--- config.mk ---
export PLATFORM = sky130hd
export DESIGN_NAME = ipi_ctrl
export DESIGN_NICKNAME = d
export VERILOG_FILES = /design/src/rtl/ipi_pkg.sv /design/src/rtl/ipi_bus_dec.sv /design/src/rtl/ipi_core_slot.sv /design/src/rtl/ipi_rd_mux.sv /design/src/rtl/ipi_ctrl.sv
export SDC_FILE = /design/constraint.sdc
export NUM_CORES = 1
export LEC_CHECK = 0
export ABC_AREA = 0
export CAP_MARGIN = 0
export CORE_AREA = 5 5 197 199
export DETAILED_ROUTE_END_ITERATION = 7
export DIE_AREA = 0 0 202 204
export SYNTH_ARGS = -nofsm -noshare
export SYNTH_HDL_FRONTEND = slang
export SYNTH_HIERARCHICAL = 1
export SYNTH_SLANG_ARGS = --single-unit
--- constraint.sdc ---
create_clock -name clk_i -period 3.2 [get_ports clk_i]
set_clock_uncertainty 0.2 [all_clocks]
set_input_delay 0.32 -clock clk_i [delete_from_list [all_inputs] [get_ports clk_i]]
set_output_delay 0.32 -clock clk_i [all_outputs]
set_load 0.02 [all_outputs]
--- src/rtl/ipi_pkg.sv ---
package ipi_pkg;
  localparam int WORD_W      = 32;
  localparam int ACK_BIT     = 31;
  localparam int SEND_BIT    = 30;
  localparam int PEND_BIT    = 30;
  localparam int ID_LSB      = 16;
  localparam int ID_W        = 14;
  localparam int PAY_W       = 16;
  localparam int REG_SEL_BIT = 2;
  localparam int CORE_LSB    = 3;

  typedef logic [ID_W-1:0]   core_id_t;
  typedef logic [PAY_W-1:0]  payload_t;
  typedef logic [WORD_W-1:0] word_t;

  typedef struct packed {
    logic     pend;
    core_id_t src;
    payload_t pay;
  } stat_t;

  function automatic word_t stat_to_word(stat_t s);
    return {1'b0, s};
  endfunction
endpackage

--- src/rtl/ipi_bus_dec.sv ---
module ipi_bus_dec
  import ipi_pkg::*;
#(
  parameter int NUM_CORES = 4,
  parameter int ADDR_W    = 8,
  localparam int IDX_W    = ADDR_W - CORE_LSB
) (
  input  logic                 clk_i,
  input  logic                 rst_ni,
  input  logic [ADDR_W-1:0]    addr_i,
  input  logic                 wr_en_i,
  input  logic                 rd_en_i,
  input  word_t                wdata_i,
  output logic [NUM_CORES-1:0] ctrl_we_o,
  output logic [NUM_CORES-1:0] send_o,
  output logic [NUM_CORES-1:0] ack_o,
  output core_id_t             src_o,
  output payload_t             pay_o,
  output logic [NUM_CORES-1:0] rd_sel_o,
  output logic                 rd_stat_o
);
  logic [IDX_W-1:0] idx;
  logic             idx_ok, is_stat, wr_ctrl, dst_ok, send_cmd;
  core_id_t         dst;
  logic             unused_addr;

  assign idx         = addr_i[ADDR_W-1:CORE_LSB];
  assign is_stat     = addr_i[REG_SEL_BIT];
  assign unused_addr = ^addr_i[REG_SEL_BIT-1:0];
  assign idx_ok      = int'(idx) < NUM_CORES;
  assign wr_ctrl     = wr_en_i & ~is_stat & idx_ok;
  assign dst         = wdata_i[ID_LSB +: ID_W];
  assign dst_ok      = int'(dst) < NUM_CORES;
  assign send_cmd    = wr_ctrl & wdata_i[SEND_BIT] & dst_ok;
  assign src_o       = ID_W'(idx);
  assign pay_o       = wdata_i[PAY_W-1:0];
  assign rd_stat_o   = is_stat;

  for (genvar k = 0; k < NUM_CORES; k++) begin : g_core
    assign ctrl_we_o[k] = wr_ctrl & (idx == IDX_W'(k));
    assign ack_o[k]     = ctrl_we_o[k] & wdata_i[ACK_BIT];
    assign send_o[k]    = send_cmd & (dst == ID_W'(k));
    assign rd_sel_o[k]  = rd_en_i & idx_ok & (idx == IDX_W'(k));
  end

  AST_SEND_ONEHOT: assert property (@(posedge clk_i) disable iff (!rst_ni)
    $onehot0(send_o));
  AST_BAD_DST_NO_SEND: assert property (@(posedge clk_i) disable iff (!rst_ni)
    (wr_en_i && !dst_ok) |-> (send_o == '0));
  AST_STAT_WR_NOP: assert property (@(posedge clk_i) disable iff (!rst_ni)
    (wr_en_i && is_stat) |-> (ctrl_we_o == '0 && send_o == '0));
  AST_BAD_IDX_NOP: assert property (@(posedge clk_i) disable iff (!rst_ni)
    !idx_ok |-> (ctrl_we_o == '0 && send_o == '0 && rd_sel_o == '0));
endmodule

--- src/rtl/ipi_core_slot.sv ---
module ipi_core_slot
  import ipi_pkg::*;
(
  input  logic     clk_i,
  input  logic     rst_ni,
  input  logic     ctrl_we_i,
  input  word_t    wdata_i,
  input  logic     send_i,
  input  logic     ack_i,
  input  core_id_t src_i,
  input  payload_t pay_i,
  output word_t    ctrl_o,
  output word_t    stat_o,
  output logic     irq_o
);
  word_t ctrl_q;
  stat_t stat_q, stat_d;
  logic  irq_q;

  // send first, then ack: self-send with ack nets pending = 0
  always_comb begin
    stat_d = stat_q;
    if (send_i) stat_d = '{pend: 1'b1, src: src_i, pay: pay_i};
    if (ack_i)  stat_d.pend = 1'b0;
  end

  always_ff @(posedge clk_i or negedge rst_ni) begin
    if (!rst_ni) begin
      ctrl_q <= '0;
      stat_q <= '0;
      irq_q  <= 1'b0;
    end else begin
      if (ctrl_we_i) ctrl_q <= wdata_i;
      stat_q <= stat_d;
      irq_q  <= stat_d.pend;
    end
  end

  assign ctrl_o = ctrl_q;
  assign stat_o = stat_to_word(stat_q);
  assign irq_o  = irq_q;

  AST_IRQ_FOLLOWS_PEND: assert property (@(posedge clk_i) disable iff (!rst_ni)
    irq_q == stat_q.pend);
  AST_SEND_LOADS: assert property (@(posedge clk_i) disable iff (!rst_ni)
    (send_i && !ack_i) |=> (stat_q.pend && stat_q.src == $past(src_i) && stat_q.pay == $past(pay_i)));
  AST_ACK_CLEARS: assert property (@(posedge clk_i) disable iff (!rst_ni)
    ack_i |=> (!stat_q.pend && !irq_q));
  AST_ACK_KEEPS_MSG: assert property (@(posedge clk_i) disable iff (!rst_ni)
    (ack_i && !send_i) |=> ($stable(stat_q.src) && $stable(stat_q.pay)));
  AST_SELF_SEND_ACK: assert property (@(posedge clk_i) disable iff (!rst_ni)
    (send_i && ack_i) |=> (!stat_q.pend && stat_q.pay == $past(pay_i)));
  AST_STAT_HOLD: assert property (@(posedge clk_i) disable iff (!rst_ni)
    (!send_i && !ack_i) |=> $stable(stat_q));
  AST_CTRL_HOLD: assert property (@(posedge clk_i) disable iff (!rst_ni)
    !ctrl_we_i |=> $stable(ctrl_q));
endmodule

--- src/rtl/ipi_rd_mux.sv ---
module ipi_rd_mux
  import ipi_pkg::*;
#(
  parameter int NUM_CORES = 4
) (
  input  logic [NUM_CORES-1:0]             sel_i,
  input  logic                             stat_i,
  input  logic [NUM_CORES-1:0][WORD_W-1:0] ctrl_i,
  input  logic [NUM_CORES-1:0][WORD_W-1:0] stat_w_i,
  output word_t                            rdata_o
);
  logic [NUM_CORES:0][WORD_W-1:0] acc;

  assign acc[0] = '0;
  for (genvar k = 0; k < NUM_CORES; k++) begin : g_or
    assign acc[k+1] = acc[k] | ({WORD_W{sel_i[k]}} & (stat_i ? stat_w_i[k] : ctrl_i[k]));
  end
  assign rdata_o = acc[NUM_CORES];
endmodule

--- src/rtl/ipi_ctrl.sv ---
module ipi_ctrl
  import ipi_pkg::*;
#(
  parameter int NUM_CORES = 4,
  parameter int MAX_CORES = 4,
  parameter int ADDR_W    = 8
) (
  input  logic                 clk_i,
  input  logic                 rst_ni,
  input  logic [ADDR_W-1:0]    addr_i,
  input  logic                 wr_en_i,
  input  logic [31:0]          wdata_i,
  input  logic                 rd_en_i,
  output logic [31:0]          rdata_o,
  output logic [NUM_CORES-1:0] irq_o
);
  if (NUM_CORES < 1 || NUM_CORES > MAX_CORES) begin : g_bad_cfg
    $error("ipi_ctrl: NUM_CORES out of supported range");
  end

  logic [NUM_CORES-1:0]             ctrl_we, send, ack, rd_sel;
  logic                             rd_stat;
  core_id_t                         src;
  payload_t                         pay;
  logic [NUM_CORES-1:0][WORD_W-1:0] ctrl_w, stat_w;

  ipi_bus_dec #(.NUM_CORES(NUM_CORES), .ADDR_W(ADDR_W)) i_dec (
    .clk_i, .rst_ni, .addr_i, .wr_en_i, .rd_en_i, .wdata_i,
    .ctrl_we_o(ctrl_we), .send_o(send), .ack_o(ack),
    .src_o(src), .pay_o(pay), .rd_sel_o(rd_sel), .rd_stat_o(rd_stat)
  );

  for (genvar k = 0; k < NUM_CORES; k++) begin : g_slot
    ipi_core_slot i_slot (
      .clk_i, .rst_ni,
      .ctrl_we_i(ctrl_we[k]), .wdata_i,
      .send_i(send[k]), .ack_i(ack[k]),
      .src_i(src), .pay_i(pay),
      .ctrl_o(ctrl_w[k]), .stat_o(stat_w[k]), .irq_o(irq_o[k])
    );
  end

  ipi_rd_mux #(.NUM_CORES(NUM_CORES)) i_mux (
    .sel_i(rd_sel), .stat_i(rd_stat),
    .ctrl_i(ctrl_w), .stat_w_i(stat_w), .rdata_o
  );

  AST_RD_IDLE_ZERO: assert property (@(posedge clk_i) disable iff (!rst_ni)
    !rd_en_i |-> (rdata_o == '0));
  AST_IRQ_NEEDS_CAUSE: assert property (@(posedge clk_i) disable iff (!rst_ni)
    (!wr_en_i) |=> $stable(irq_o));
endmodule

# --- After elaboration in Yosys (flattened, before gate mapping) ---
# Cells that the tools add are included.
# W data, S select, Z words.
totals:
  reg_bits: 216
  input_bits: 44
op_classes:
  magnitude_cmp: 2
  n_eq_ne: 6
  muxes: 12
  n_bitwise: 29
  reduce_logical: 6
ops:
  columns: ["operator", "count"]
  rows:
  - ["$and A32 B32 Y32", 4]
  - ["$mux W32", 4]
  - ["$mux W31", 4]
  - ["$or A32 B32 Y32", 3]
  - ["$eq A14 B2 Y1 const B", 2]
  - ["$and A1 B1 Y1", 21]
  - ["$eq A14 B1 Y1 const B", 1]
  - ["$logic_not A14 Y1", 1]
  - ["$lt A14 B3 Y1 const B", 1]
  - ["$eq A5 B2 Y1 const B", 2]
  - ["$reduce_bool A2 Y1", 4]
  - ["$eq A5 B1 Y1 const B", 1]
  - ["$logic_not A5 Y1", 1]
  - ["$lt A5 B3 Y1 const B", 1]
  - ["$mux W1", 4]
  - ["$not A1 Y1", 1]

# --- Depth between registers and ports, before layout ---
# Gate-level depths: netlist of run 1.
depth:
  depth_word: 8
  depth_mapped: 6

# --- Cells and area by module ---
# Netlist of run 1, hierarchy kept.
modules_own_cells:
  columns: ["module", "instances", "cells_per_inst", "area_each_um2"]
  rows:
  - ["ipi_core_slot", 4, 136, 2517.4]
  - ["ipi_rd_mux", 1, 250, 2229.6]
  - ["ipi_bus_dec", 1, 62, 447.9]

# --- Least setup slack after synthesis of run 1 ---
# No wires, ideal clock.
synth_path:
  path_type: "input port to flip-flop"
  from: "input wdata_i[25]"
  to: "register g_slot[0].i_slot.stat_q, in the netlist g_slot[0].i_slot/stat_o[10]"
  t_arrival_ns: 1.902
  t_required_ns: 2.875
  slack_ns: 0.973
  path_stages: 5
  n_path_buf: 1
  path_cell_list: "nor4_2 nand4_2 nor4_1 buf_4 mux2_2"
synth_via:
  elab_chain_len: 3
  elab_cells_between_ends: 4
  cone_classes: "order compare: 1; bitwise: 2; reduce/logical: 1"
synth_rtl:
  columns: ["item", "line", "source"]
  rows:
  - ["start: declaration", "ipi_ctrl.sv:12", "input logic [31:0] wdata_i,"]
  - ["$lt A14 B3 Y1", "ipi_bus_dec.sv:33", "assign dst_ok = int'(dst) < NUM_CORES;"]
  - ["$and A1 B1 Y1", "ipi_bus_dec.sv:34", "assign send_cmd = wr_ctrl & wdata_i[SEND_BIT] & dst_ok;"]
  - ["$and A1 B1 Y1 (*)", "ipi_bus_dec.sv:42", "assign send_o[k] = send_cmd & (dst == ID_W'(k));"]
  - ["net send[0]", "ipi_ctrl.sv:21", "logic [NUM_CORES-1:0] ctrl_we, send, ack, rd_sel;"]
  - ["end signal: assignment", "ipi_core_slot.sv:34", "stat_q <= stat_d;"]
  - ["end: declaration", "ipi_core_slot.sv:17", "stat_t stat_q, stat_d;"]
# Mark *: on every way through the listed nets, which the timed path passes. The rest lies on a longest branch.
# A chain may end at the register's enable or synchronous reset.

# --- Final worst setup path of run 1 ---
layout_path:
  from: "input addr_i[5]"
  to: "output rdata_o[17]"
layout_via:
  elab_chain_len: 7
  elab_cells_between_ends: 17
  cone_classes: "order compare: 1; eq/ne: 3; bitwise: 12; reduce/logical: 1"
layout_rtl:
  columns: ["item", "line", "source"]
  rows:
  - ["start: declaration", "ipi_ctrl.sv:10", "input logic [ADDR_W-1:0] addr_i,"]
  - ["$lt A5 B3 Y1", "ipi_bus_dec.sv:30", "assign idx_ok = int'(idx) < NUM_CORES;"]
  - ["$and A1 B1 Y1", "ipi_bus_dec.sv:43", "assign rd_sel_o[k] = rd_en_i & idx_ok & (idx == IDX_W'(k));"]
  - ["$and A1 B1 Y1 (*)", "ipi_bus_dec.sv:43", null]
  - ["net rd_sel[1]", "ipi_ctrl.sv:21", null]
  - ["$and A32 B32 Y32 (*)", "ipi_rd_mux.sv:16", "assign acc[k+1] = acc[k] | ({WORD_W{sel_i[k]}} & (stat_i ? stat_w_i[k] : ctrl_i[k]));"]
  - ["$or A32 B32 Y32 (*) (3 in a row)", "ipi_rd_mux.sv:16", null]
  - ["end: declaration", "ipi_ctrl.sv:14", "output logic [31:0] rdata_o,"]
# Marked as above.

==> results of run 1 <==
-- state kept, by name, indices dropped and copies added (netlist names) --
register and count:
g_slot.i_slot/irq_o 4, g_slot.i_slot/ctrl_o 128, g_slot.i_slot/stat_o 120
-- cell usage after synthesis --
| cell type | count | area (µm²) |
|---|---|---|
| nor3_4 | 1 | 16.3 |
| dfrtp_1 | 252 | 6310 |
| nand2_1 | 35 | 131 |
| buf_6 | 22 | 248 |
| nand2b_1 | 2 | 12.5 |
| o21ba_2 | 4 | 40.0 |
| nor4b_2 | 1 | 15.0 |
| nor4_1 | 2 | 12.5 |
| a22oi_1 | 64 | 480 |
| buf_12 | 12 | 240 |
| nand4b_1 | 1 | 8.76 |
| nor4b_4 | 1 | 23.8 |
| nor4_2 | 1 | 12.5 |
| nand4_2 | 1 | 12.5 |
| mux2_4 | 120 | 1800 |
| nor3_1 | 5 | 25.0 |
| conb_1 | 5 | 18.8 |
| buf_4 | 47 | 353 |
| mux2_2 | 256 | 2880 |
| nand3b_4 | 1 | 20.0 |
| inv_1 | 1 | 3.75 |
| clkbuf_1 | 12 | 45.0 |
| nor2_1 | 10 | 37.5 |
-- power breakdown --
part | leakage, nW | total, mW | internal (mW) | switching (mW)
Clock | 0.430 | 3.04 | 1.78 | 1.26
Combinational | 3.39 | 0.757 | 0.468 | 0.289
Sequential | 3.43 | 3.52 | 3.40 | 0.114
-- timing repair --
action                     CTS  global route
pin swaps                    2             0
hold endpoints to repair    57             0
gates resized for setup     30             3
buffers inserted             2             0
hold buffers                 1             0
setup endpoints to repair   31             3
-- cell type report --
cell class / instances / area, µm²
multi-input cells: 518 / 5670
well taps: 474 / 593
inverters: 1 / 3.75
clock buffers: 43 / 838
clock inverters: 5 / 25.0
repair buffers: 137 / 1410
flip-flops and latches: 252 / 6310
fillers: 3386 / 22200
-- cell families after synthesis --
| logic type | share of synthesized area, % |
|---|---|
| other cells | 0.147 |
| flops | 49.5 |
| simple gates | 2.57 |
| compound gates | 4.08 |
| mux | 36.7 |
| buf+inv | 6.98 |
-- how the worst max path moves through the flow --
stage                                  end         from
2_1_floorplan  g_slot[0].i_slot/stat_o[10]  wdata_i[25]
3_3_place_gp                    rdata_o[8]    addr_i[5]
3_5_place_dp                    rdata_o[8]    addr_i[5]
4_1_cts                         rdata_o[2]    addr_i[5]
5_1_grt                        rdata_o[17]    addr_i[5]
6_report                       rdata_o[17]    addr_i[5]
-- metrics by stage --
stage               cells  TNS [ns]  setup WS [ns]  utilization (%)
global route         1430         0         0.0456             40.1
global placement     1379     -3.32         -0.175             37.7
CTS                  1430         0         0.0258             40.1
detailed placement   1379     -2.93         -0.155             37.7
floorplan             864         0          0.973                -
finish               1430         0         0.0921             40.1
-- metal layers --
metal / GRT usage [%] / vias up / wire, µm
met5: 0 / - / 7
met4: 2.22 / 2 / 428
met3: 2.28 / 32 / 902
met2: 23.2 / 88 / 13700
met1: 20.6 / 3724 / 14700
li1: - / 3215 / -
==> out/metrics.csv, run 1 <==
metric,value,unit
status,finished clean,
Power Total,7.32,mW
Initial Utilization,34.4,%
leakage power,7.26,nW
"commonest non-fill, non-tap cell in the layout",mux2_2,
vias per cell,4.94,
CTS root buffer,clkbuf_16,
WP data required,2.68,ns
count of different cell masters after synthesis,23,
Crit-path slowest cell,clkdlybuf4s50_1,
Final period util,97.1,%
Slew HR,61.2,%
Reg2Reg Depth,1,
Area after DPL,14000,µm²
worst slew pin tran,0.577,ns
initial antenna violation count,1,
reg2reg end,g_slot[1].i_slot/irq_o,
die width,202,µm
largest fanout on the critical path,7,
Syn Std Cell Area,12700,µm²
#FFs+latches synth,252,
final hold slack,0.125,ns
Final Max Slew Viols,0,
first-pass GRT wire length,46.8,mm
core area,37000,µm²
Ys Warns,6,
fin area,14800,µm²
largest net degree at the start of global routing,93,
final setup fails,0,
flop2flop setup slack,2.18,ns
CP Class,input port to output pin,
drc violations,0,
H-Tree Depth,1,
final hold vios,0,
fmax,322,MHz
port buffer count,77,
IO Pins,80,
"Clk Latency, worst-skew pair",0.53,ns
number of global-route vias before repair,7673,
unrepaired setup endpoints after global routing,false,
via count,7061,
Worst Setup End Kind,output pin,
critical path depth in cells,10,
Mean Syn Cell Area,14.9,µm²
crit path cell chain,clkdlybuf4s50_1 > nor3_4 > nand2_1 > buf_4 > nor2_4 > buf_4 > buf_4 > a22oi_1 > nand2_1 > dlygate4sd2_1,
Detailed Route WL,29.7,mm
CP top delay family,buffers and inverters,
worst path bufs/invs,5,
Worst-path clk slew,0.06,ns
Max IR drop VDD,397,µV
die area,41200,µm²
maxcap violations,0,
Min-Delay Path Class,input port to async pin,
Placer Congestion,0.733,
layout cells sized above 1,52.2,%
die height,204,µm
CTS tree,done,
most frequent cells in the layout,"mux2_2, dfrtp_1, mux2_4, a22oi_1",
DRT iter0 DRCs,474,
Overall Global Routing Usage,14.3,%
slowest cell delay on critical path,0.54,ns
CP most frequent cell,buf_4,
post-route ant nets,0,
FP Rows,71,
post-DP HPWL,19.0,mm
min cycle time layout,3.11,ns
Clock Path Buffers,3,
Synth Instances,856,
CTS buffer count,28,
GR Overflow Total,0,
worst r2r src,g_slot[1].i_slot/irq_o,
WL/cell,20.8,µm
pwr/cell area,493,nW/µm²
CP startpoint kind,input port,
sequential area share after synthesis,49.5,%
Sink Count,252,
Layout area overhead,16.5,%
diodes inserted,0,
CP arrival,2.59,ns
drt pass-1 iters,4,
final net count,982,
No activity file was read; power rests on OpenSTA's default activity.
==> run 2: changes to the inputs <==
--- a/config.mk
+++ b/config.mk
@@ -10,6 +10,7 @@
 export CORE_AREA = 5 5 197 199
 export DETAILED_ROUTE_END_ITERATION = 7
 export DIE_AREA = 0 0 202 204
+export GPL_ROUTABILITY_DRIVEN = 0
 export SYNTH_ARGS = -nofsm -noshare
 export SYNTH_HDL_FRONTEND = slang
 export SYNTH_HIERARCHICAL = 1
==> results of run 2 <==
No change in the layout: final DEF, timing and power equal those of run 1.
